## src/rtl/rxen_pkg.sv

```systemverilog
// Package: shared types and fixed encodings of the receive-enable
// training sequencer.
// Assumes: nothing; imported by the top module only.
package rxen_pkg;

    // Top-level sequence phases, in the order they are visited.
    typedef enum logic [2:0] {
        ST_IDLE   = 3'd0,
        ST_SELECT = 3'd1,
        ST_SEED   = 3'd2,
        ST_ARM    = 3'd3,
        ST_READS  = 3'd4,
        ST_SETTLE = 3'd5,
        ST_CALC   = 3'd6,
        ST_FINISH = 3'd7
    } seq_state_t;

endpackage

```

## src/rtl/rxen_burst.sv

```systemverilog
// Module: rxen_burst
// Issues NUM_RD read requests to a fixed address, one after another.
// Each request is held until the controller acknowledges it.
// last_o marks the cycle in which the final request is accepted.
// Assumes: go_i is a single-cycle pulse given only while no burst is
// running.
module rxen_burst #(
    parameter int                NUM_RD    = 3,
    parameter int                ADDR_W    = 32,
    parameter int                LEN_W     = 8,
    parameter logic [ADDR_W-1:0] TEST_ADDR = 32'h0020_0000,
    parameter int                RD_BYTES  = 64
) (
    input  logic              clk,
    input  logic              rst_n,
    input  logic              go_i,
    input  logic              rd_ack_i,
    output logic              rd_req_o,
    output logic [ADDR_W-1:0] rd_addr_o,
    output logic [LEN_W-1:0]  rd_len_o,
    output logic              last_o
);
    localparam int CNT_W = $clog2(NUM_RD + 1);
    localparam logic [CNT_W-1:0] LAST_IDX = CNT_W'(NUM_RD - 1);

    logic             req_q;
    logic [CNT_W-1:0] cnt_q;
    logic             accept;

    assign accept    = req_q && rd_ack_i;
    assign last_o    = accept && (cnt_q == LAST_IDX);
    assign rd_req_o  = req_q;
    assign rd_addr_o = TEST_ADDR;
    assign rd_len_o  = LEN_W'(RD_BYTES);

    // Purpose: raise the request on go, count accepted reads, drop after the last.
    always_ff @(posedge clk) begin
        if (!rst_n) begin
            req_q <= 1'b0;
            cnt_q <= '0;
        end else if (go_i) begin
            req_q <= 1'b1;
            cnt_q <= '0;
        end else if (accept) begin
            if (cnt_q == LAST_IDX) begin
                req_q <= 1'b0;
                cnt_q <= '0;
            end else begin
                cnt_q <= cnt_q + 1'b1;
            end
        end
    end

    // a request that was not acknowledged is still there in the next cycle
    assert_req_held_R5: assert property (@(posedge clk) disable iff (!rst_n)
        (rd_req_o && !rd_ack_i && !go_i) |=> rd_req_o);

    // the accepted-read count never reaches the burst length
    assert_cnt_range_R5: assert property (@(posedge clk) disable iff (!rst_n)
        cnt_q < CNT_W'(NUM_RD));

    // after the final accept the request line is released
    assert_release_after_last_R5: assert property (@(posedge clk) disable iff (!rst_n)
        (last_o && !go_i) |=> !rd_req_o);
endmodule

```

## src/rtl/rxen_settle.sv

```systemverilog
// Module: rxen_settle
// Counts a fixed settling window of WAIT_CYC cycles. expire_o is high
// in the last cycle of the window.
// Assumes: go_i is a single-cycle pulse; WAIT_CYC >= 1.
module rxen_settle #(
    parameter int WAIT_CYC = 200
) (
    input  logic clk,
    input  logic rst_n,
    input  logic go_i,
    output logic run_o,
    output logic expire_o
);
    localparam int CNT_W = (WAIT_CYC > 1) ? $clog2(WAIT_CYC) : 1;
    localparam logic [CNT_W-1:0] END_CNT = CNT_W'(WAIT_CYC - 1);

    logic             run_q;
    logic [CNT_W-1:0] cnt_q;

    assign run_o    = run_q;
    assign expire_o = run_q && (cnt_q == END_CNT);

    // Purpose: start on go, advance each cycle, stop at the end of the window.
    always_ff @(posedge clk) begin
        if (!rst_n) begin
            run_q <= 1'b0;
            cnt_q <= '0;
        end else if (go_i) begin
            run_q <= 1'b1;
            cnt_q <= '0;
        end else if (expire_o) begin
            run_q <= 1'b0;
            cnt_q <= '0;
        end else if (run_q) begin
            cnt_q <= cnt_q + 1'b1;
        end
    end

    // the counter stays inside the window
    assert_cnt_in_window_R6: assert property (@(posedge clk) disable iff (!rst_n)
        cnt_q <= END_CNT);

    // the window closes right after it expires
    assert_stop_after_expire_R6: assert property (@(posedge clk) disable iff (!rst_n)
        (expire_o && !go_i) |=> !run_o);
endmodule

```

## src/rtl/rxen_lane_calc.sv

```systemverilog
// Module: rxen_lane_calc
// Walks the lanes in ascending order. For each lane it asserts one read
// cycle, then one write cycle that carries
// phase[PH_W-1:0] + (offset & whole-UI mask) + one UI.
// It keeps the largest value written since go.
// Assumes: phase and offset inputs are valid in the cycle after dly_rd_o.
module rxen_lane_calc #(
    parameter int LANES   = 8,
    parameter int DLY_W   = 10,
    parameter int PH_W    = 8,
    parameter int UI_LOG2 = 5
) (
    input  logic                     clk,
    input  logic                     rst_n,
    input  logic                     go_i,
    input  logic [DLY_W-1:0]         ph_dly_i,
    input  logic [DLY_W-1:0]         seed_ofs_i,
    output logic [$clog2(LANES)-1:0] lane_o,
    output logic                     dly_rd_o,
    output logic                     dly_wr_o,
    output logic [DLY_W-1:0]         dly_wdata_o,
    output logic [DLY_W-1:0]         max_dly_o,
    output logic                     fin_o
);
    localparam int LANE_W = $clog2(LANES);
    localparam logic [DLY_W-1:0] PH_MASK  = DLY_W'((1 << PH_W) - 1);
    localparam logic [DLY_W-1:0] OFS_MASK = DLY_W'(((1 << (PH_W + 1)) - 1) & ~((1 << UI_LOG2) - 1));
    localparam logic [DLY_W-1:0] ONE_UI   = DLY_W'(1 << UI_LOG2);
    localparam logic [LANE_W-1:0] LAST_LANE = LANE_W'(LANES - 1);

    logic              active_q;
    logic              wr_phase_q;
    logic [LANE_W-1:0] lane_q;
    logic [DLY_W-1:0]  max_q;
    logic [DLY_W-1:0]  final_dly;

    // Purpose: form the lane's final delay from the values returned by the port.
    always_comb begin
        final_dly = (ph_dly_i & PH_MASK) + (seed_ofs_i & OFS_MASK) + ONE_UI;
    end

    assign lane_o      = lane_q;
    assign dly_rd_o    = active_q && !wr_phase_q;
    assign dly_wr_o    = active_q && wr_phase_q;
    assign dly_wdata_o = final_dly;
    assign max_dly_o   = max_q;
    assign fin_o       = dly_wr_o && (lane_q == LAST_LANE);

    // Purpose: alternate read and write cycles per lane, moving to the next lane after each write.
    always_ff @(posedge clk) begin
        if (!rst_n) begin
            active_q   <= 1'b0;
            wr_phase_q <= 1'b0;
            lane_q     <= '0;
        end else if (go_i) begin
            active_q   <= 1'b1;
            wr_phase_q <= 1'b0;
            lane_q     <= '0;
        end else if (active_q) begin
            wr_phase_q <= !wr_phase_q;
            if (wr_phase_q) begin
                if (lane_q == LAST_LANE) begin
                    active_q <= 1'b0;
                    lane_q   <= '0;
                end else begin
                    lane_q <= lane_q + 1'b1;
                end
            end
        end
    end

    // Purpose: running maximum of the written delays, cleared at the start of each pass.
    always_ff @(posedge clk) begin
        if (!rst_n) begin
            max_q <= '0;
        end else if (go_i) begin
            max_q <= '0;
        end else if (dly_wr_o && (final_dly > max_q)) begin
            max_q <= final_dly;
        end
    end

    // read and write on the delay port never overlap
    assert_rd_wr_exclusive_R7: assert property (@(posedge clk) disable iff (!rst_n)
        !(dly_rd_o && dly_wr_o));

    // a write always follows a read of the same lane
    assert_wr_after_rd_R7: assert property (@(posedge clk) disable iff (!rst_n)
        dly_rd_o |=> (dly_wr_o && (lane_o == $past(lane_o))));

    // every written delay includes at least one UI
    assert_wdata_floor_R7: assert property (@(posedge clk) disable iff (!rst_n)
        dly_wr_o |-> (dly_wdata_o >= ONE_UI));

    // the running maximum covers the value just written
    assert_max_covers_R8: assert property (@(posedge clk) disable iff (!rst_n)
        (dly_wr_o && !go_i) |=> (max_dly_o >= $past(dly_wdata_o)));
endmodule

```

## src/rtl/rxen_train_seq.sv

```systemverilog
// Module: rxen_train_seq (top)
// Sequences one receive-enable training pass: DIMM select, seeding,
// enable on, read burst, settle, enable off, per-lane final delays.
// Ends with a one-cycle done pulse that carries the largest lane delay.
// Assumes: refresh and ZQ calibration are reported off on quiet_ok_i
// before start; the seed logic answers seed_go_o with seed_done_i.
module rxen_train_seq #(
    parameter int                CS_W      = 3,
    parameter int                ADDR_W    = 32,
    parameter int                LEN_W     = 8,
    parameter logic [ADDR_W-1:0] TEST_ADDR = 32'h0020_0000,
    parameter int                RD_BYTES  = 64,
    parameter int                NUM_RD    = 3,
    parameter int                WAIT_CYC  = 200,
    parameter int                LANES     = 8,
    parameter int                DLY_W     = 10,
    parameter int                PH_W      = 8,
    parameter int                UI_LOG2   = 5
) (
    input  logic                     clk,
    input  logic                     rst_n,
    input  logic                     start_i,
    input  logic                     quiet_ok_i,
    input  logic [CS_W-1:0]          chip_sel_i,
    output logic                     busy_o,
    output logic                     done_o,
    output logic [CS_W-1:0]          dimm_sel_o,
    output logic                     seed_go_o,
    input  logic                     seed_done_i,
    output logic                     train_en_o,
    output logic                     rd_req_o,
    output logic [ADDR_W-1:0]        rd_addr_o,
    output logic [LEN_W-1:0]         rd_len_o,
    input  logic                     rd_ack_i,
    output logic [$clog2(LANES)-1:0] dly_lane_o,
    output logic                     dly_rd_o,
    output logic                     dly_wr_o,
    output logic [DLY_W-1:0]         dly_wdata_o,
    input  logic [DLY_W-1:0]         ph_dly_i,
    input  logic [DLY_W-1:0]         seed_ofs_i,
    output logic [DLY_W-1:0]         max_dly_o
);
    import rxen_pkg::*;

    seq_state_t      state_q, state_d;
    logic [CS_W-1:0] dimm_q;
    logic            train_en_q;
    logic            burst_go, burst_last;
    logic            settle_go, settle_run, settle_expire;
    logic            calc_go, calc_fin;
    logic            take_start;

    assign take_start = (state_q == ST_IDLE) && start_i && quiet_ok_i;
    assign burst_go   = (state_q == ST_ARM);
    assign settle_go  = (state_q == ST_READS) && burst_last;
    assign calc_go    = (state_q == ST_SETTLE) && settle_expire;

    // Purpose: next-phase selection of the training sequence.
    always_comb begin
        state_d = state_q;
        unique case (state_q)
            ST_IDLE:   if (take_start)    state_d = ST_SELECT;
            ST_SELECT:                    state_d = ST_SEED;
            ST_SEED:   if (seed_done_i)   state_d = ST_ARM;
            ST_ARM:                       state_d = ST_READS;
            ST_READS:  if (burst_last)    state_d = ST_SETTLE;
            ST_SETTLE: if (settle_expire) state_d = ST_CALC;
            ST_CALC:   if (calc_fin)      state_d = ST_FINISH;
            ST_FINISH:                    state_d = ST_IDLE;
            default:                      state_d = ST_IDLE;
        endcase
    end

    // Purpose: sequence state register.
    always_ff @(posedge clk) begin
        if (!rst_n) state_q <= ST_IDLE;
        else        state_q <= state_d;
    end

    // Purpose: capture the DIMM index of the requested rank at start.
    always_ff @(posedge clk) begin
        if (!rst_n)          dimm_q <= '0;
        else if (take_start) dimm_q <= chip_sel_i >> 1;
    end

    // Purpose: training enable, on after seeding and off when settling ends.
    always_ff @(posedge clk) begin
        if (!rst_n)                                   train_en_q <= 1'b0;
        else if ((state_q == ST_SEED) && seed_done_i) train_en_q <= 1'b1;
        else if (calc_go)                             train_en_q <= 1'b0;
    end

    rxen_burst #(
        .NUM_RD    (NUM_RD),
        .ADDR_W    (ADDR_W),
        .LEN_W     (LEN_W),
        .TEST_ADDR (TEST_ADDR),
        .RD_BYTES  (RD_BYTES)
    ) u_burst (
        .clk       (clk),
        .rst_n     (rst_n),
        .go_i      (burst_go),
        .rd_ack_i  (rd_ack_i),
        .rd_req_o  (rd_req_o),
        .rd_addr_o (rd_addr_o),
        .rd_len_o  (rd_len_o),
        .last_o    (burst_last)
    );

    rxen_settle #(
        .WAIT_CYC  (WAIT_CYC)
    ) u_settle (
        .clk       (clk),
        .rst_n     (rst_n),
        .go_i      (settle_go),
        .run_o     (settle_run),
        .expire_o  (settle_expire)
    );

    rxen_lane_calc #(
        .LANES       (LANES),
        .DLY_W       (DLY_W),
        .PH_W        (PH_W),
        .UI_LOG2     (UI_LOG2)
    ) u_calc (
        .clk         (clk),
        .rst_n       (rst_n),
        .go_i        (calc_go),
        .ph_dly_i    (ph_dly_i),
        .seed_ofs_i  (seed_ofs_i),
        .lane_o      (dly_lane_o),
        .dly_rd_o    (dly_rd_o),
        .dly_wr_o    (dly_wr_o),
        .dly_wdata_o (dly_wdata_o),
        .max_dly_o   (max_dly_o),
        .fin_o       (calc_fin)
    );

    assign busy_o     = (state_q != ST_IDLE);
    assign done_o     = (state_q == ST_FINISH);
    assign dimm_sel_o = dimm_q;
    assign seed_go_o  = (state_q == ST_SEED);
    assign train_en_o = train_en_q;

    // a start without the quiet condition keeps the block idle
    assert_start_blocked_R1: assert property (@(posedge clk) disable iff (!rst_n)
        (!busy_o && start_i && !quiet_ok_i) |=> !busy_o);

    // a start during a pass does not change the DIMM selection
    assert_busy_start_ignored_R10: assert property (@(posedge clk) disable iff (!rst_n)
        (busy_o && !done_o) |=> $stable(dimm_sel_o));

    // the enable rises only after the seed handshake
    assert_seed_before_enable_R3: assert property (@(posedge clk) disable iff (!rst_n)
        $rose(train_en_o) |-> $past(seed_go_o && seed_done_i));

    // the settling window runs only with the enable high
    assert_settle_with_enable_R6: assert property (@(posedge clk) disable iff (!rst_n)
        settle_run |-> train_en_o);

    // lane processing starts only after the enable is off
    assert_calc_enable_off_R7: assert property (@(posedge clk) disable iff (!rst_n)
        (dly_rd_o || dly_wr_o) |-> !train_en_o);

    // done is a single-cycle pulse followed by idle
    assert_done_pulse_R9: assert property (@(posedge clk) disable iff (!rst_n)
        done_o |=> (!done_o && !busy_o));
endmodule

```

## config.mk

```make
export PLATFORM = sky130hd
export DESIGN_NAME = rxen_train_seq
export DESIGN_NICKNAME = d
export VERILOG_FILES = /design/src/rtl/rxen_pkg.sv /design/src/rtl/rxen_burst.sv /design/src/rtl/rxen_settle.sv /design/src/rtl/rxen_lane_calc.sv /design/src/rtl/rxen_train_seq.sv
export SDC_FILE = /design/constraint.sdc
export NUM_CORES = 1
export LEC_CHECK = 0
export BUFFER_PORTS_ARGS = -buffer_cell sky130_fd_sc_hd__clkbuf_2
export CORE_ASPECT_RATIO = 0.7
export CORE_MARGIN = 2
export CORE_UTILIZATION = 30
export CTS_CLUSTER_SIZE = 12
export DETAILED_ROUTE_END_ITERATION = 8
export GPL_TIMING_DRIVEN = 0
export SLEW_MARGIN = 20
export SYNTH_ARGS = -nofsm -noshare
export SYNTH_HDL_FRONTEND = slang
export SYNTH_SLANG_ARGS = --single-unit
```

## constraint.sdc

```tcl
create_clock -name clk -period 2.6 [get_ports clk]
set_input_delay 0.26 -clock clk [delete_from_list [all_inputs] [get_ports clk]]
set_output_delay 0.26 -clock clk [all_outputs]
set_load 0.1 [all_outputs]
```

Yosys cells after proc, flatten, opt, wreduce, memory -nomap -nowiden:

Cells that the tools add are included.
Widths: inputs -> output; s select.

* add/sub/neg operators: 5
* order comparisons: 1
* eq/ne operators: 15
* muxes and demuxes: 19
* bitwise operators: 1
* reductions and logical operators: 25

Operator list (count)
* $pmux 3 s8: 1
* $mux 3: 6
* $eq 3x3->1 const B: 5
* $logic_and 1x1->1: 12
* $mux 1: 11
* $add 10x6->10 const B: 1
* $add 8x9->10: 1
* $gt 10x10->1: 1
* $add 8x1->8 const B: 1
* $eq 8x8->1 const B: 1
* $ne 2x2->1 const B: 4
* $reduce_bool 2->1: 4
* $eq 3x2->1 const B: 2
* $reduce_and 5->1: 1
* $reduce_and 2->1: 2
* $reduce_or 2->1: 2
* $add 3x1->3 const B: 1
* $eq 3x1->1 const B: 1
* $logic_not 3->1: 1
* $reduce_bool 3->1: 1
* $reduce_or 3->1: 1
* $add 2x1->2 const B: 1
* $eq 2x2->1 const B: 1
* $mux 2: 1
* other kinds (3): 3

* input bits: 29
* logic and storage cells: 77
* flip-flop bits (word level): 33
* output and inout port bits: 73

Logic depth before layout (Yosys ltp):

Gate-level depths: netlist (run 1).

* depth after elaboration: 5
* mapped depth: 13
* gate-level depth less buffers: 12

Modules after synthesis:

A second synthesis (run 1) with hierarchy kept.

* cell total of the unflattened synthesis: 275
* area, all modules: 2333.5 µm²

Modules (own cells, without submodules)
* rxen_lane_calc: instances 1, area each 1063.5 µm², cells an instance 125, seq. area each 300.3 µm²
* rxen_burst: instances 1, area each 459.2 µm², cells an instance 56, seq. area each 60.1 µm²
* rxen_settle: instances 1, area each 429.2 µm², cells an instance 47, seq. area each 180.2 µm²
* rxen_train_seq: instances 1, area each 381.6 µm², cells an instance 47, seq. area each 120.1 µm²

Worst setup path after synthesis (run 1):

OpenSTA, ideal clock, no wires.

* kind: input-to-reg
* from: in ph_dly_i[6]
* to: reg u_calc.max_q[8], in the netlist u_calc.max_dly_o[8]
* arrival time: 4.244 ns
* data required time: 2.476 ns
* buffers on the path: 1
* cell stages on the path: 11
* setup slack: -1.768 ns
* path through: ha_1 > ha_1 > fa_1 > xor2_1 > ha_1 > and4_4 > and3_4 > a221o_1 > buf_6 > a21oi_1 > nor3_1

* longest elaborated chain between the ends: 4

Ends and longest elaborated chain
* from (decl): line rxen_train_seq.sv:39 `input logic [DLY_W-1:0] ph_dly_i,`
* $add 8x9->10 (*): line rxen_lane_calc.sv:39 `final_dly = (ph_dly_i & PH_MASK) + (seed_ofs_i & OFS_MASK) + ONE_UI;`
* $add 10x6->10 (*): line rxen_lane_calc.sv:39
* named net dly_wdata_o[8]: line rxen_train_seq.sv:38 `output logic [DLY_W-1:0] dly_wdata_o,`
* $gt 10x10->1: line rxen_lane_calc.sv:78 `end else if (dly_wr_o && (final_dly > max_q)) begin`
* $logic_and 1x1->1: line rxen_lane_calc.sv:78
* to (signal assigned): line rxen_lane_calc.sv:79 `max_q <= final_dly;`
* to (decl): line rxen_lane_calc.sv:34 `logic [DLY_W-1:0] max_q;`

Mark *: on every way through the listed nets, which the timed path passes. The rest lies on a longest branch.
A chain may end at the register's enable or synchronous reset.

Worst setup path in the final report (run 1):

* from: in ph_dly_i[6]
* to: reg u_calc.max_q[3], in the netlist u_calc.max_dly_o[3]

* longest elaborated chain between the ends: 4

Ends and longest elaborated chain (line)
* $add 8x9->10: rxen_lane_calc.sv:39
* $add 10x6->10: rxen_lane_calc.sv:39
* $gt 10x10->1: rxen_lane_calc.sv:78
* $logic_and 1x1->1: rxen_lane_calc.sv:78

No other way between the ends.

==> results of run 1 <==
-- worst max-delay path: stages --
cell and delay [ps]:
clkbuf_2 100, ha_4 250, ha_4 150, fa_2 550, ha_1 250, and4_4 200
and3_4 180, a221oi_4 360, clkbuf_16 210, o21ai_0 80, a21oi_1 140
-- power by group --
group / total (mW) / leakage [nW] / switching, mW / internal, mW
Sequential: 0.535 / 0.266 / 0.0160 / 0.519
Combinational: 0.889 / 1.10 / 0.667 / 0.222
Clock: 0.388 / 0.0443 / 0.178 / 0.210
Total: 1.81 / 1.41 / 0.862 / 0.951
-- layout make-up --
| type | count | area (um2) |
|---|---|---|
| buffer | 51 | 394 |
| fill | 746 | 4280 |
| sequential | 33 | 661 |
| inverter | 19 | 71.3 |
| tap | 98 | 123 |
| multi-input combinational | 200 | 1380 |
| timing repair buffer | 53 | 300 |
| clock buffer | 7 | 86.3 |
-- metrics by stage --
stage / hold WS [ps] / setup WS [ps] / TNS [ps]
floorplan: 390 / -460 / -4410
CTS: 216 / 88.9 / 0
detailed placement: 458 / -377 / -3550
finish: 220 / 88.0 / 0
global route: 239 / -10.7 / -10.7
global placement: 459 / -319 / -3140
-- state kept, by name (all words and copies together), names as in the netlist --
| name | cells |
|---|---|
| u_settle.cnt_q | 8 |
| u_calc.max_dly_o | 10 |
| u_calc.active_q | 1 |
| u_calc.wr_phase_q | 1 |
| train_en_o | 1 |
| state_q | 3 |
| u_burst.cnt_q | 2 |
| u_settle.run_o | 1 |
| u_burst.rd_req_o | 1 |
| dimm_sel_o | 2 |
| u_calc.lane_o | 3 |
-- synth_stat cells, types with 2 or more instances --
cell,n
a21boi_0,3
a21o_1,3
a21oi_1,18
a21oi_2,2
a31o_2,2
and3_1,2
buf_4,46
buf_6,4
conb_1,2
dfxtp_1,33
ha_1,20
inv_1,19
mux2i_1,3
nand2_1,19
nand2b_1,2
nand3_1,11
nand4_1,2
nor2_1,15
nor2_2,3
nor2b_1,5
nor3_1,8
o21ai_0,12
or3_1,2
xnor2_1,4
xor2_1,5
-- cells by family (layout without fill, tap and decap cells) --
| logic type | after synthesis | after routing | synth area share, % |
|---|---|---|---|
| mux | 3 | 3 | 1.33 |
| flops | 33 | 33 | 29.3 |
| buf+inv | 70 | 130 | 20.7 |
| fa+ha+maj | 21 | 21 | 12.0 |
| other cells | 2 | 41 | 0.333 |
| xor+xnor | 9 | 9 | 3.50 |
| compound gates | 47 | 47 | 14.5 |
| simple gates | 79 | 79 | 18.3 |
-- worst paths after layout --
| path | start | endpoint | slack [ps] | depth (start not counted) |
|---|---|---|---|---|
| worst min register to register | train_en_o | train_en_o | 470 | 2 |
| worst max-delay path | ph_dly_i[6] | u_calc.max_dly_o[3] | 90 | 11 |
| worst min-delay path | seed_done_i | train_en_o | 220 | 3 |
| worst max register to register | u_calc.max_dly_o[5] | u_calc.max_dly_o[3] | 540 | 8 |
-- cells in the final DEF, fill, tap and decap left out, types with 2 or more instances in the layout --
master    Yosys  routed
ha_1         20      14
or3_1         2       2
buf_4        46      46
nor3_1        8       8
dfxtp_1      33      33
nor2_1       15      15
nor2_2        3       3
clkbuf_1      1       2
inv_2         0       3
nand4_1       2       2
nand3_1      11      11
conb_1        2      41
a21oi_1      18      16
mux2i_1       3       3
a21oi_2       2       4
nand2_1      19      19
xnor2_1       4       4
inv_1        19      16
ha_4          0       5
nor2b_1       5       5
nand2b_1      2       2
clkbuf_2      0      51
o21ai_0      12      11
a21boi_0      3       3
and3_1        2       2
a21o_1        3       2
clkbuf_8      0       6
xor2_1        5       4
buf_6         4       4
-- layer usage --
metal | routed length, um | GRT usage, % | part of all wire, % | up-vias
met2 | 2070 | 17.7 | 43 | 61
met3 | 331 | 3.17 | 6.8 | 7
met5 | 0 | 0 | 0 | -
li1 | - | - | - | 1001
met4 | 73 | 5.00 | 1.5 | 0
met1 | 2360 | 16.6 | 49 | 797
-- what timing repair did --
item	CTS	global route
endpoints found under the setup margin	10	7
gates cloned	0	1
buffers inserted	1	0
pin swaps	1	3
gates resized for setup	1	3
==> impl_results.md, run 1 <==
- Row count: 26
- Die Span Y: 76.5 um
- Deepest level of the CTS H-tree: 2
- Ports: 102
- Synth area leader: dfxtp_1
- Total Nets Final: 413
- Worst slew pin tran: roughly 560 ps
- GRT Total Usage: 12.1%
- Worst endpoint data arrival time: between 2000 and 3000 ps
- Setup violations, final: 0
- Clk slew on worst S/H paths: around 70 ps
- First-pass GRT wire length: ~8000 um
- DIE AREA: 8230 um2
- Synth Warn #: 0
- Synth Register Bits: 33
- Power Dens Cells: 602 nW/um2
- Worst slew margin: 63.1%
- Detailed Place HPWL: 3800 um
- Final wirelength: slightly below 5000 um
- Largest net degree at the start of global routing: 11
- Post-Layout Cell Count: 461
- Routed WL per cell: 10.5 um
- Die W: 108 um
- Synth unique cells: 44
- Initial Util: between 30% and 40%
- Seq/Total Area, Yosys: 29.3%
- Crit path time final: roughly 2500 ps
- Synth area leaders: dfxtp_1, buf_4, ha_1, a21oi_1, inv_1
- Period Utilization, post-route: 96.6%
- Initial antenna violation count: 0
- Synth-to-Final Area Change: 33.7%
- Placed Instance Area: between 2000 and 3000 um2
- Vias: 1,866
- Clk sinks: 33
- Static Leak: 1.41 nW
- Syn Area/Cell: 8.53 um2
- Drt first pass iters: 4
- Worst EP required: between 2000 and 3000 ps
- Core ar.: 7290 um2
- Main flop type after synthesis: dfxtp_1
- Fin area: 3010 um2
- DRC: 0
- FMAX: 0.398 GHz
- Cells after DPL: 452
- Diodes inserted: 0
- # port buffers: 51
- Fin. max-slew vios: 0
- Startpoint types: input port
- Hold_buf cts: 0
- Worst Setup Path Type: input port to flip-flop
- Final Hold Fails: 0
- Ys async rst share: 0%
- Post-synth top area share: 29.3%
- Post-layout util: 41.3%
- Synthesized area: 2250 um2
- Clock root cell: clkbuf_8
- Overall power of the completed layout: between 1.5 and 2 mW
- Status: complete, no violations
- Vias/cell: 4.05
- Post-synth EDFFs: 0
- CTS tree: built
- Max VDD drop: 0.000376 V
- Hold Crit Class: input port to flip-flop
- First DRT Iteration DRCs: 65
- Final Skew: approximately 9 ps
- Routability cong.: about 0.77
- CTS Buffer Depth: 2
- Max Cap Viol: 0
- Cell count after synthesis: 264
- Crit. End Element: flip-flop
- Vias in the first global route: 1,686
- Layout cells sized above 1: 38.0%
- Worst skew pair latency: 280 ps
- Grt ovf: 0
- Routed Antenna Nets: 0
- Worst-path fanout max: 5
- Cts bufs inserted: 5
No activity file was read; power rests on OpenSTA's default activity.
==> inputs of run 2 (changes only) <==
--- a/config.mk
+++ b/config.mk
@@ -12,7 +12,9 @@
 export CTS_CLUSTER_SIZE = 12
 export DETAILED_ROUTE_END_ITERATION = 8
 export GPL_TIMING_DRIVEN = 0
+export PLACE_DENSITY_LB_ADDON = 0.2
 export SLEW_MARGIN = 20
 export SYNTH_ARGS = -nofsm -noshare
 export SYNTH_HDL_FRONTEND = slang
+export SYNTH_HIERARCHICAL = 1
 export SYNTH_SLANG_ARGS = --single-unit
==> impl_results.md, run 2 <==
- Synth Warn #: 6 (+6)
- Deepest level of the CTS H-tree: 2 (unchanged)
- Largest net degree at the start of global routing: 12 (+1)
- Setup violations, final: 0 (unchanged)
- Die Span Y: 77.8 um (+1.7%)
- Core ar.: 7420 um2 (+1.8%)
- Worst slew pin tran: 574 ps (+18.4 ps)
- Seq/Total Area, Yosys: 28.3% (-1.0 points)
- # fillers: 772 (+3.5%)
- Hold_buf cts: 0 (unchanged)
- Largest register FFs: 10 (unchanged)
- Crit path cell chain: clkbuf_2 > ha_4 > ha_4 > fa_2 > xor2_4 > ha_4 > nand4_1 > a211oi_2 > a2111o_1 > buf_6 > nand3_1 > a21oi_2
- Hold Crit Class: input port to flip-flop
- Diodes inserted: 0 (unchanged)
- DRC: 0 (unchanged)
- Final Skew: 6.08 ps (-2.74 ps)
- Total Nets Final: 422 (+2.2%)
- Period Utilization, post-route: 96.0% (-0.66 points)
- Slowest cell on the critical path: fa_2
- Vias: 2,010 (+7.7%)
- Footprint of the multi-input gates: 1450 um2 (+5.6%)
- Power Dens Cells: 583 nW/um2 (-3.2%)
- Most common cell after layout, fill and taps aside: clkbuf_2
- DIE AREA: 8510 um2 (+3.4%)
- Most frequent CP cell: ha_4
- Synthesized area: 2330 um2 (+3.6%)
- Worst-path fanout max: 10 (+5)
- R2r startpoint: u_settle/cnt_q[0]
- Unrepaired setup endpoints after global routing: false
- Crit. End Element: flip-flop
- Hold path depth: 3 (unchanged)
- Routed WL per cell: 11.3 um (+8.2%)
- Final wirelength: 5360 um (+11%)
- Static Leak: 1.46 nW (+3.4%)
- Worst skew pair latency: 290 ps (about the same)
- CTS Buffer Depth: 2 (unchanged)
- Vias/cell: 4.26 (+5.2%)
- Critical path's top delay family: adder cells
- Row count: 26 (unchanged)
- # port buffers: 51 (unchanged)
- Vias in the first global route: 1,792 (+6.3%)
- Main flop type after synthesis: dfxtp_1
- Synth unique cells: 49 (+11%)
- Synth area leaders: dfxtp_1, buf_4, ha_1, a21oi_1, inv_1
- Initial antenna violation count: 0 (unchanged)
- Ports: 102 (unchanged)
- Clk slew on worst S/H paths: 70 ps (about the same)
- Syn Area/Cell: 8.49 um2 (-0.53%)
- Cells after DPL: 462 (+2.2%)
- Slowest stage delay, CP: 380 ps (-170 ps)
- Register area: 661 um2 (unchanged)
- Worst endpoint data arrival time: 2720 ps (about the same)
- First DRT Iteration DRCs: 63 (-3.1%)
- Cell count after synthesis: 275 (+4.2%)
- Synth-to-Final Area Change: 33.3%
- Buf/Inv on CP: 2 (unchanged)
- Routability cong.: 0.799 (+4.3%)
- Worst slew margin: 61.4% (-1.7 points)
- Final Hold Fails: 0 (unchanged)
- CTS tree: built
- Ys async rst share: 0% (unchanged)
- Hold path start: chip_sel_i[2]
- FMAX: 0.401 GHz (+0.68%)
- End of the worst hold path: dimm_sel_o[1]
- Synth Register Bits: 33 (unchanged)
- Status: complete, no violations
- Crit path time final: 2490 ps (-17.1 ps)
- Count leader, synth: buf_4
- Post-Layout Cell Count: 472 (+2.4%)
- Worst Hold Slack: 202 ps (-18.0 ps)
- First-pass GRT wire length: 8500 um (+6.7%)
- Max Cap Viol: 0 (unchanged)
- Cts bufs inserted: 5 (unchanged)
- Detailed Place HPWL: 4260 um (+12%)
- Layout cells sized above 1: 38.5% (+0.49 points)
- Clk sinks: 33 (unchanged)
- Max VDD drop: 0.000261 V (-31%)
- R2R setup slack: 180 ps (-360 ps)
- GRT Total Usage: 12.6% (+0.52 points)
- Worst Setup Path Type: input port to flip-flop
- Routed Antenna Nets: 0 (unchanged)
- Post-synth EDFFs: 0 (unchanged)
- Grt ovf: 0 (unchanged)
- Post-synth top area share: 28.3% (-1.0 points)
- Startpoint types: input port
- Commonest non-fill, non-tap cells in the layout: clkbuf_2, buf_4, conb_1
- Worst EP required: 2820 ps (about the same)
- Synth area leader: dfxtp_1
- Clock root cell: clkbuf_8
- R2R cell count: 8 (unchanged)
- Initial Util: 31.5% (+0.55 points)
- R2r endpoint: u_calc/wr_phase_q
- Fin. max-slew vios: 0 (unchanged)
- Top cells by count, synth: buf_4, dfxtp_1, inv_1, a21oi_1
- Drt first pass iters: 4 (unchanged)
- Die W: 109 um (+1.7%)
## run 2: cell types whose count changed after synthesis, moves of 3 or more
cell      change
nor2b_1       -3
nand3_1       -3
nor2_2        -3
a21boi_0      -3
a21oi_1       +4
inv_1         +4
nand4_1       +4
## run 2: how the worst max path moves through the flow
stage                     slack [ps]               from  cells past startpoint                   to
after floorplan                 -380        ph_dly_i[6]                      9  u_calc/max_dly_o[9]
after global placement          -280        ph_dly_i[6]                     10  u_calc/max_dly_o[8]
after detailed placement        -340        ph_dly_i[7]                     11  u_calc/max_dly_o[2]
after CTS                         30  u_settle/cnt_q[0]                      8    u_calc/wr_phase_q
after global routing              10        ph_dly_i[5]                     14  u_calc/max_dly_o[7]
final                            110        ph_dly_i[6]                     12  u_calc/max_dly_o[7]
## run 2: metrics by stage
| stage | cell area (um2) | utilization [%] | power, mW | setup WS (ps) | TNS [ps] |
|---|---|---|---|---|---|
| after global routing | 3110 | 41.9 | 1.89 | 9.60 | 0 |
| after CTS | 3080 | 41.5 | 1.81 | 31.0 | 0 |
| final | 3110 | 41.9 | 1.81 | 105 | 0 |
| after detailed placement | 2950 | 39.8 | 1.35 | -338 | -3060 |
| after global placement | 2950 | 39.8 | 1.35 | -285 | -2600 |
| after floorplan | 2570 | - | 1.26 | -381 | -3660 |
## run 2: routing by layer
| metal | track usage (%) | up-vias | routed length [um] |
|---|---|---|---|
| met5 | 0 | - | 0 |
| met4 | 3.54 | 0 | 39 |
| met3 | 2.69 | 4 | 275 |
| met2 | 18.6 | 59 | 2220 |
| met1 | 18.3 | 888 | 2820 |
| li1 | - | 1059 | - |
## run 2: power breakdown
| group | leakage, nW | internal, mW | total [mW] | switching (mW) |
|---|---|---|---|---|
| Clock | 0.0542 | 0.239 | 0.436 | 0.197 |
| Combinational | 1.14 | 0.217 | 0.857 | 0.640 |
| Sequential | 0.266 | 0.514 | 0.520 | 0.00537 |
## run 2: cell type report
type	count	share of cell area, %
multi-input cells	203	46.7
well taps	98	3.94
repair buffers	53	8.81
clock buffers	7	3.10
clock inverters	1	0.161
inverters	24	2.90
flip-flops and latches	33	21.2
plain buffers	53	13.1
## run 2: worst min-delay path, delay by kind of cell
kind	cells	cell delay [ps]
AND/OR/NAND/NOR	1	60
AO/OA/AOI/OAI	1	50
buffers and inverters	1	80
## run 2: cell families (layout without fill, tap and decap cells)
kind of cell | Yosys count | after routing | share of synthesized area, %
DFF | 33 | 33 | 28.3
AOI/OAI and AO/OA | 56 | 56 | 16.7
adders and majority gates | 20 | 20 | 11.0
muxes | 3 | 3 | 1.29
other | 3 | 41 | 0.483
xor gates and xnor gates | 7 | 7 | 2.63
and+or+nand+nor | 76 | 76 | 18.6
buffers and inverters | 77 | 138 | 21.0
## run 2: repair_timing
action                     in CTS  in global routing
hold endpoints to repair        0                  0
buffers inserted                2                  0
setup endpoints to repair       9                 14
gates resized for setup         1                  6
pin swaps                       1                  4
==> inputs of run 3 (changes only) <==
==> constraint.sdc (replaced) <==
create_clock -name clk -period 2.6 [get_ports clk]
set_input_delay 0.13 -clock clk [delete_from_list [all_inputs] [get_ports clk]]
set_output_delay 0.13 -clock clk [all_outputs]
set_load 0.1 [all_outputs]
==> impl_results.md, run 3 (same netlist as run 2, synthesis figures left out) <==
- Die W: 109 um (unchanged)
- Flop pwr share: 28.9% (+0.2 points)
- DIE AREA: 8510 um2 (unchanged)
- Hold Crit Class: input port to flip-flop
- FMAX: 0.409 GHz (+2.0%)
- Clk network pwr share: 24.3% (+0.3 points)
- Max VDD drop: 0.000258 V (-0.92%)
- Die Span Y: 77.8 um (unchanged)
- Placed Instance Area: 2950 um2 (unchanged)
- Total Nets Final: 421 (-0.24%)
- Worst EP required: 2770 ps (-50 ps)
- Clk slew on worst S/H paths: 70 ps (about the same)
- First DRT Iteration DRCs: 65 (+3.2%)
- Vias in the first global route: 1,779 (-0.73%)
- Clk sinks: 33 (unchanged)
- Net Switching: 0.840 mW (-0.30%)
- Fin area: 3070 um2 (-1.3%)
- Final wirelength: 5350 um (-0.17%)
- Register area: 661 um2 (unchanged)
- Synth-to-Final Area Change: 31.6%
- Vias/cell: 4.26 (about the same)
- Max Cap Viol: 0 (unchanged)
- Status: complete, no violations
- Worst endpoint data arrival time: 2620 ps (-100 ps)
- R2R setup slack: 160 ps (-20 ps)
- Routed WL per cell: 11.4 um (about the same)
- Initial Util: 31.5% (unchanged)
- Largest net degree at the start of global routing: 12 (unchanged)
- Drt first pass iters: 4 (unchanged)
- # port buffers: 51 (unchanged)
- Core ar.: 7420 um2 (unchanged)
- Commonest non-fill, non-tap cells in the layout: clkbuf_2, buf_4, conb_1
- Worst skew pair latency: 290 ps (about the same)
- Clock root cell: clkbuf_8
- CTS Buffer Depth: 2 (unchanged)
- Power Dens Cells: 585 nW/um2 (+0.32%)
- Period Utilization, post-route: 94.0% (-1.9 points)
- Largest register FFs: 10 (unchanged)
- GRT Total Usage: 12.5% (-0.052 points)
- Layout cells sized above 1: 37.5% (-0.97 points)
- Setup violations, final: 0 (unchanged)
- Combinational fraction of design power: 46.8% (-0.5 points)
- Setup TNS: 0 ps (unchanged)
- Worst slew pin tran: 573 ps (-0.741 ps)
- Initial antenna violation count: 0 (unchanged)
- First-pass GRT wire length: 8450 um (-0.56%)
- Worst-path fanout max: 10 (unchanged)
- Footprint of the multi-input gates: 1430 um2 (-2.0%)
- Int Pwr: 0.956 mW (-1.6%)
- Grt ovf: 0 (unchanged)
- DRC: 0 (unchanged)
- Routability cong.: 0.799 (unchanged)
- # fillers: 776 (+0.52%)
- Row count: 26 (unchanged)
- Hold_buf cts: 0 (unchanged)
- Cells after DPL: 462 (unchanged)
- Unrepaired setup endpoints after global routing: false
- Crit. End Element: flip-flop
- Cts bufs inserted: 5 (unchanged)
- Post-Layout Cell Count: 471 (-0.21%)
- CTS tree: built
- Startpoint types: flip-flop
- Worst Setup Path Type: flip-flop to flip-flop
- Switching part of the total: 46.8% (+0.32 points)
- Crit path time final: 2440 ps (-50.1 ps)
- Routed Antenna Nets: 0 (unchanged)
- Final Skew: 7.39 ps (+1.31 ps)
- Overall power of the completed layout: 1.80 mW (-0.98%)
- Detailed Place HPWL: 4260 um (unchanged)
- Most common cell after layout, fill and taps aside: clkbuf_2
- Static Leak: 1.45 nW (-0.49%)
- Worst slew margin: 61.5% (about the same)
- Final Hold Fails: 0 (unchanged)
- Vias: 2,006 (-0.20%)
- Diodes inserted: 0 (unchanged)
- Fin. max-slew vios: 0 (unchanged)
- Deepest level of the CTS H-tree: 2 (unchanged)
- Ports: 102 (unchanged)
-- run 3: cell count changes in the layout (fill, tap and decap cells not counted) --
cell and delta:
ha_1 +2, ha_4 -2, a21oi_1 +1, a21oi_2 -1, buf_6 -1
-- run 3: layout make-up --
cell class	count	share of cell area, %
Buffer	53	13.3
Clock buffer	7	3.14
Timing Repair Buffer	52	8.56
Inverter	24	2.93
Multi-Input combinational cell	203	46.4
Clock inverter	1	0.163
Sequential cell	33	21.5
Tap cell	98	3.99
-- run 3: power groups by stage --
stage               registers, mW  clock network, mW  logic (mW)
CTS                         0.520              0.444       0.826
global placement            0.531                  0       0.821
global route                0.521              0.468       0.877
floorplan                   0.554                  0       0.711
finish                      0.520              0.436       0.840
detailed placement          0.531                  0       0.824
-- run 3: stage by stage --
stage,setup slack (ps),util (%),hold slack [ps]
global route,23.6,41.4,77.8
global placement,-155,39.8,380
finish,155,41.4,73.0
floorplan,-251,-,243
CTS,31.0,41.2,68.8
detailed placement,-208,39.8,383
-- run 3: critical path, stage by stage (launching register included) --
cell and delay (ps):
dfxtp_1 390, ha_1 240, nand3_2 130, nor3_1 510, nand4b_1 240, inv_1 110, nand2b_1 300, clkbuf_2 330
nor2_1 80
-- run 3: path summary, 6_finish.rpt --
kind / start / to / depth (start not counted)
setup / recovery: u_settle/cnt_q[0] / u_calc/wr_phase_q / 8
hold reg to reg: u_calc/lane_o[2] / u_calc/lane_o[2] / 2
setup reg to reg: u_settle/cnt_q[0] / u_calc/wr_phase_q / 8
hold / removal: chip_sel_i[2] / dimm_sel_o[1] / 3
-- run 3: repair_timing --
action                     in CTS  in global routing
buffers inserted                0                  1
setup endpoints to repair       0                 14
gates resized for setup         0                  3
-- run 3: layer usage --
layer  global-route usage [%]  wire, um  part of all wire, %  vias to the layer above
li1                         -         -                    -                     1060
met2                     18.6      2230                   42                       65
met1                     18.1      2770                   52                      879
met4                     3.54        23                 0.43                        0
met5                        0         0                    0                        -
met3                     2.69       324                  6.1                        2
